[src/rtl/zmc_pkg.sv]
package zmc_pkg;

  // Strobes from control to the run counter
  typedef struct packed {
    logic clr;   // clear the zero run
    logic inc;   // one more zero bit clock
  } cntStrobe_t;

  // Which rule currently decides the output
  typedef enum logic [1:0] {
    OUT_PASS      = 2'd0,
    OUT_RST_FORCE = 2'd1,
    OUT_OE_FORCE  = 2'd2,
    OUT_ZD_FORCE  = 2'd3
  } outCause_t;

endpackage

[src/rtl/zmc_run_counter.sv]
module zmc_run_counter
  import zmc_pkg::*;
#(
  parameter int ZERO_RUN = 65536
) (
  input  logic       clk,
  input  logic       rstN,
  input  cntStrobe_t strobe,
  output logic       atLimit
);

  localparam int CW = $clog2(ZERO_RUN + 1);
  localparam logic [CW-1:0] LIMIT = CW'(ZERO_RUN);

  logic [CW-1:0] runCnt;

  always_ff @(posedge clk or negedge rstN) begin
    if (!rstN) begin
      runCnt <= '0;
    end else if (strobe.clr) begin
      runCnt <= '0;
    end else if (strobe.inc && (runCnt != LIMIT)) begin
      runCnt <= runCnt + 1'b1;
    end
  end

  assign atLimit = (runCnt == LIMIT);

  // a clear strobe empties the run on the next edge
  assert_clear_empties_R6: assert property (@(posedge clk) disable iff (!rstN)
    strobe.clr |=> (runCnt == '0));

  // at the threshold, more zeros keep the count saturated
  assert_no_overflow_R7: assert property (@(posedge clk) disable iff (!rstN)
    (atLimit && strobe.inc && !strobe.clr) |=> atLimit);

  // below the threshold each zero adds exactly one
  assert_single_step_R2: assert property (@(posedge clk) disable iff (!rstN)
    (strobe.inc && !strobe.clr && !atLimit) |=> (runCnt == $past(runCnt) + 1'b1));

endmodule

[src/rtl/zmc_ctrl.sv]
module zmc_ctrl
  import zmc_pkg::*;
(
  input  logic       clk,
  input  logic       rstN,
  input  logic       dataZero,
  input  logic       outEnable,
  input  logic       zeroDetEn,
  input  logic       zeroSeenIn,
  output cntStrobe_t strobe,
  output logic       forceMid,
  output logic       modConnect
);

  outCause_t cause;

  // Counter strobes: hold cleared in reset, clear on data, count zeros
  always_comb begin
    strobe.clr = !rstN || !dataZero;
    strobe.inc = rstN && dataZero;
  end

  // Fixed priority: reset, output enable, idle detection, pass
  always_comb begin
    if (!rstN)                       cause = OUT_RST_FORCE;
    else if (outEnable)              cause = OUT_OE_FORCE;
    else if (zeroDetEn && zeroSeenIn) cause = OUT_ZD_FORCE;
    else                             cause = OUT_PASS;
  end

  assign forceMid   = (cause != OUT_PASS);
  assign modConnect = (cause == OUT_PASS);

  // a non-zero sample ends the detected idle state at the next edge
  assert_data_ends_idle_R6: assert property (@(posedge clk) disable iff (!rstN)
    (!dataZero) |=> !zeroSeenIn);

  // the idle state only begins after an edge that sampled zero data
  assert_idle_needs_zero_R2: assert property (@(posedge clk) disable iff (!rstN)
    $rose(zeroSeenIn) |-> $past(dataZero));

endmodule

[src/rtl/idle_mute_ctrl.sv]
module idle_mute_ctrl
  import zmc_pkg::*;
#(
  parameter int ZERO_RUN = 65536
) (
  input  logic clk,
  input  logic rstN,
  input  logic dataZero,
  input  logic outEnable,
  input  logic zeroDetEn,
  output logic forceMid,
  output logic zeroSeen,
  output logic modConnect
);

  cntStrobe_t strobe;
  logic       atLimit;

  zmc_ctrl uCtrl (
    .clk        (clk),
    .rstN       (rstN),
    .dataZero   (dataZero),
    .outEnable  (outEnable),
    .zeroDetEn  (zeroDetEn),
    .zeroSeenIn (atLimit),
    .strobe     (strobe),
    .forceMid   (forceMid),
    .modConnect (modConnect)
  );

  zmc_run_counter #(.ZERO_RUN(ZERO_RUN)) uRun (
    .clk     (clk),
    .rstN    (rstN),
    .strobe  (strobe),
    .atLimit (atLimit)
  );

  assign zeroSeen = atLimit;

endmodule

[config.mk]
export PLATFORM = sky130hd
export DESIGN_NAME = idle_mute_ctrl
export DESIGN_NICKNAME = d
export VERILOG_FILES = /design/src/rtl/zmc_pkg.sv /design/src/rtl/zmc_run_counter.sv /design/src/rtl/zmc_ctrl.sv /design/src/rtl/idle_mute_ctrl.sv
export SDC_FILE = /design/constraint.sdc
export NUM_CORES = 1
export LEC_CHECK = 0
export ABC_AREA = 1
export BUFFER_PORTS_ARGS = -buffer_cell sky130_fd_sc_hd__buf_2
export CAP_MARGIN = 20
export CORE_MARGIN = 1.5
export CORE_UTILIZATION = 60
export CTS_BUF_LIST = sky130_fd_sc_hd__clkbuf_8
export CTS_CLUSTER_SIZE = 20
export DETAILED_ROUTE_END_ITERATION = 10
export GPL_TIMING_DRIVEN = 0
export PLACE_DENSITY = 0.85
export SETUP_SLACK_MARGIN = 0.1
export SLEW_MARGIN = 20
export SYNTH_ARGS = -nofsm -noshare
export SYNTH_HDL_FRONTEND = slang
export SYNTH_SLANG_ARGS = --single-unit
[constraint.sdc]
create_clock -name clk -period 1.52 [get_ports clk]
set_input_delay 0.152 -clock clk [delete_from_list [all_inputs] [get_ports clk]]
set_output_delay 0.152 -clock clk [all_outputs]
set_load 0.02 [all_outputs]
# --- After elaboration in Yosys (flattened, before gate mapping) ---
# Index checks and enable logic that the tools add are counted.
word_totals:
  ram_bits: 0
  memories: 0
  regBits: 17
  output_inout_bits: 3
  latchBits: 0
  in_bits: 5
  romBits: 0
  word_cells: 18
classes:
  add_sub_neg: 1
  eq_ne: 2
  div: 0
  order_cmp: 0
  shift: 0
  muxes: 5
  n_bitwise: 0
  n_reduce_logical: 9
  multipliers: 0
op_table:
  columns: ["op", "n"]
  rows:
  - ["$mux 17", 2]
  - ["$add 17x1->17 const B", 1]
  - ["$eq 17x17->1 const B", 1]
  - ["$ne 17x17->1 const B", 1]
  - ["$mux 2", 3]
  - ["$reduce_bool 2->1", 2]
  - ["$logic_and 1x1->1", 3]
  - ["$logic_not 1->1", 2]
  - ["$logic_not 2->1", 1]
  - ["$logic_or 1x1->1", 1]

# --- Longest topological paths before layout ---
logic_depth:
  word_depth: 6
  mapped_depth: 9
  depth_no_buf: 9

# --- Modules after synthesis ---
# From an unflattened synthesis, not the netlist that was laid out.
hier_totals:
  hier_cells: 188
  area_unflattened_um2: 1223.7
by_module_without_submodules:
  columns: ["mod", "instances", "cells_each", "area_each_um2", "seq_area_each_um2"]
  rows:
  - ["zmc_run_counter", 1, 180, 1189.9, 425.4]
  - ["zmc_ctrl", 1, 8, 33.8, 0.0]

# --- Worst setup path before layout ---
# Ideal clock, no wire load.
synth_timing:
  path_kind: "flip-flop to output port"
  startpoint: "register uRun.runCnt[0]"
  endpoint: "output port modConnect"
  stages_incl_launch_ff: 8
  t_arrival_ps: 1302
  n_path_buf: 0
  required_ps: 1368
  path_slack_ps: 66
  path_cell_list: "dfrtp_1 -> inv_1 -> ha_1 -> nand4_1 -> nor2_1 -> nand3_1 -> nand2_1 -> inv_1"
synth_via:
  elab_chain_cells: 6
synth_lines:
  columns: ["item", "line", "text"]
  rows:
  - ["from (decl)", "zmc_run_counter.sv:15", "logic [CW-1:0] runCnt;"]
  - ["from (signal assigned)", "zmc_run_counter.sv:23", "runCnt <= runCnt + 1'b1;"]
  - ["$eq 17x17->1", "zmc_run_counter.sv:27", "assign atLimit = (runCnt == LIMIT);"]
  - ["$logic_and 1x1->1", "zmc_ctrl.sv:27", "else if (zeroDetEn && zeroSeenIn) cause = OUT_ZD_FORCE;"]
  - ["$mux 2", "zmc_ctrl.sv:27", null]
  - ["$mux 2", "zmc_ctrl.sv:26", "else if (outEnable) cause = OUT_OE_FORCE;"]
  - ["$mux 2", "zmc_ctrl.sv:25", "if (!rstN) cause = OUT_RST_FORCE;"]
  - ["$logic_not 2->1", "zmc_ctrl.sv:32", "assign modConnect = (cause == OUT_PASS);"]
  - ["to (decl)", "idle_mute_ctrl.sv:13", "output logic modConnect"]
# Every way passes these cells.

# --- Worst setup path in the final report ---
# Ends and elaborated chain as after synthesis.

==> flow_metrics.env <==
export IMPL_synth_enable_flop_cells=0
export IMPL_status="complete, but fails checks"
export IMPL_ys_top_cells_by_area="dfrtp_1 40%, nand2_1 13%, nor2_1 10%"
export IMPL_register_with_the_most_flip_flops="uRun.runCnt"
export IMPL_post_synth_net_total=164
export IMPL_drcViolationCount=0
export IMPL_cts_sinks=17
export IMPL_yosys_area_share_xor_xnor=0.0244
export IMPL_fin_total_pwr_w=0.000885
export IMPL_synth_top_cell_area_share=0.395
export IMPL_maxSlewHeadroom=0.480
export IMPL_synth_cell_area_um2=1080
export IMPL_synth_flop_cell="dfrtp_1"
export IMPL_die_width_um=45.4
export IMPL_critPathKind="reg -> out"
export IMPL_synth_most_common_cell="nand2_1"
export IMPL_crit_path_end_kind="output pin"
export IMPL_port_buffers=7
export IMPL_yosys_register_bits=17
export IMPL_top_regs="uRun.runCnt: 17 flops"
export IMPL_place_hpwl_mm=1.59
export IMPL_synth_area_per_cell_um2=6.85
export IMPL_routed_wirelength_mm=3.32
export IMPL_synth_distinct_cells=21
export IMPL_synth_warnings=0
export IMPL_design_final_nets=191
export IMPL_worst_skew_pair_late_latency_ns=0.26
export IMPL_grt_first_pass_wirelength_mm=4.47
export IMPL_synth_async_sr_flop_share=1.00
export IMPL_antenna_cells=0
export IMPL_drt_wirelength_per_cell_um=16.0
export IMPL_final_setup_margin_ns=-0.222
export IMPL_drive_gt1_frac=0.311
export IMPL_utilization=0.827
export IMPL_worst_endpoint_required_ns=1.37
export IMPL_largest_register_ffs=17
export IMPL_cts_root_buffer_cell="clkbuf_8"
export IMPL_top_level_ports=8
export IMPL_synth_fa_ha_area_frac=0.0233
export IMPL_netlist_top_cells_count="36 x nand2_1, 29 x nor2_1, 22 x inv_1, 17 x dfrtp_1, 16 x nand3_1"
export IMPL_rsz0062_at_grt="true"
export IMPL_multiInputGateArea_um2=626
export IMPL_vias=1187
export IMPL_final_max_slew_viol_count=0
export IMPL_hp_class="in -> reg"
export IMPL_initial_utilization=0.630
export IMPL_antenna_found_initial=0
export IMPL_cts_tree="done"
export IMPL_cellPowerDensity_nw_per_um2=627
export IMPL_postLayoutCellArea_um2=1410
export IMPL_tightestPinTransition_ns=0.778
export IMPL_overflow=0
export IMPL_first_drt_iteration_drcs=101
export IMPL_final_antenna_net_count=0
export IMPL_ir_worst_vdd_mv=0.556
export IMPL_synthCells=157
export IMPL_grt_start_max_net_pins=18
export IMPL_setup_worst_path_start_class="flip-flop"
export IMPL_post_route_period_util=1.15
export IMPL_core_rowCount=15
export IMPL_vias_per_cell=5.71
export IMPL_fmax_mhz=574
export IMPL_gpl_final_weighted_congestion=0.903
export IMPL_cts_buffers=3
export IMPL_synth_largest_area_cell="dfrtp_1"
export IMPL_area_of_the_die_um2=2060
export IMPL_cts_buffer_depth=2
export IMPL_final_hold_viol_count=0
export IMPL_synth_simple_gate_area_frac=0.415
export IMPL_p_leak_nw=0.696
export IMPL_core_region_area_um2=1710
export IMPL_die_height_um=45.4
export IMPL_cap_viol_max_count=0
export IMPL_totalNegativeSetupSlack_ns=-0.752
export IMPL_cts_reportedPaths_clkPinSlew_ns=0.07
export IMPL_synth_compound_gate_area_share=0.0465
export IMPL_failed_checks="negative setup slack"
export IMPL_drt_pass1_iter_count=5
export IMPL_main_combinational_cell_family_by_area_after_synthesis="simple AND/OR/NAND/NOR gates"
export IMPL_worst_endpoint_arrival_ns=1.59
export IMPL_synth_mux_area_fraction=0
export IMPL_post_dp_cell_area_um2=1140
export IMPL_setup_viol_count_final=4
export IMPL_fillerInstances=91
export IMPL_finalClockSkew_ns=0.00200
export IMPL_first_global_vias=1025
export IMPL_largest_fanout_on_the_critical_path=4
export IMPL_grtUsageTotal=0.310
export IMPL_synth_seq_area_share=0.395
export IMPL_final_min_clock_period_ns=1.74
export IMPL_htreeDepth=1
export IMPL_syn2layout_area_growth_pct=31.3
export IMPL_register_area_um2=427
-- kinds of logic after synthesis --
group,count (synthesis)
xor+xnor,3
simple gates,99
buf+inv,26
flops,17
fa+ha+maj,2
compound gates,10
-- per-layer routing --
| metal | up-vias | wire, µm | share of wire | global-route usage |
|---|---|---|---|---|
| met3 | 19 | 330 | 0.099 | 0.0680 |
| met1 | 544 | 1200 | 0.36 | 0.362 |
| met2 | 80 | 1640 | 0.49 | 0.514 |
| met5 | - | 0 | 0 | 0 |
| met4 | 0 | 153 | 0.046 | 0.188 |
| li1 | 544 | - | - | - |
-- what timing repair did --
item,in CTS,in global routing
buffers inserted,8,6
endpoints found under the hold margin,17,0
hold buffers,1,0
pin swaps,6,7
setup endpoints to repair,3,10
resized for setup,14,19
-- worst paths after layout --
| kind | start | to | slack, ns | depth (start not counted) |
|---|---|---|---|---|
| setup / recovery | uRun.runCnt[0]$_DFFE_PN0P_ | modConnect | -0.22 | 8 |
| hold / removal | dataZero | uRun.runCnt[9]$_DFFE_PN0P_ | 0.30 | 3 |
| setup reg to reg | uRun.runCnt[0]$_DFFE_PN0P_ | uRun.runCnt[1]$_DFFE_PN0P_ | -0.18 | 11 |
| hold reg to reg | uRun.runCnt[14]$_DFFE_PN0P_ | uRun.runCnt[14]$_DFFE_PN0P_ | 0.59 | 2 |
| max in group asynchronous | rstN | uRun.runCnt[9]$_DFFE_PN0P_ | 0.43 | 2 |
| min in group asynchronous | rstN | uRun.runCnt[7]$_DFFE_PN0P_ | 0.56 | 2 |
-- layout by cell type (no fill, tap or decap), drive strengths merged --
cell type    synthesis  routed
and2                 1       1
inv                 24      26
buf                  1      22
dfrtp               17      17
nand2               40      40
nor2                34      34
nand4                4       4
dlygate4sd3          0       1
nor3                 3       3
o21ai                4       4
clkbuf               0       3
ha                   2       2
a21oi                6       6
xor2                 2       2
xnor2                1       1
nand3               17      17
-- worst max-delay path: stages, from the launching register on --
cell and delay, ns:
dfrtp_1 0.42, inv_2 0.11, ha_4 0.14, nand4_1 0.15, nor2_4 0.18, nand3_2 0.10, nand2_2 0.08, inv_2 0.03
buf_6 0.12
-- where the power goes --
part | internal (W) | switching [W]
clock | 0.000180 | 0.000166
sequential | 0.000455 | 0.00000300
combinational | 0.0000340 | 0.0000473
total | 0.000668 | 0.000217
-- stage by stage --
step                      hold WS [ns]  setup slack, ns  instances
after global routing             0.360           -0.264        208
after global placement           0.102           0.0379        189
after detailed placement         0.111         -0.00269        189
final                            0.304           -0.222        208
after CTS                        0.313           -0.156        202
after floorplan                 -0.144            0.125        157
-- layout make-up --
type,instances,area share
plain buffers,1,0.00531
clock buffers,3,0.0292
clock inverters,1,0.00266
inverters,25,0.0682
multi-input cells,114,0.443
flip-flops and latches,17,0.302
well taps,25,0.0221
repair buffers,22,0.128
Power figures use the tool's default switching activity.
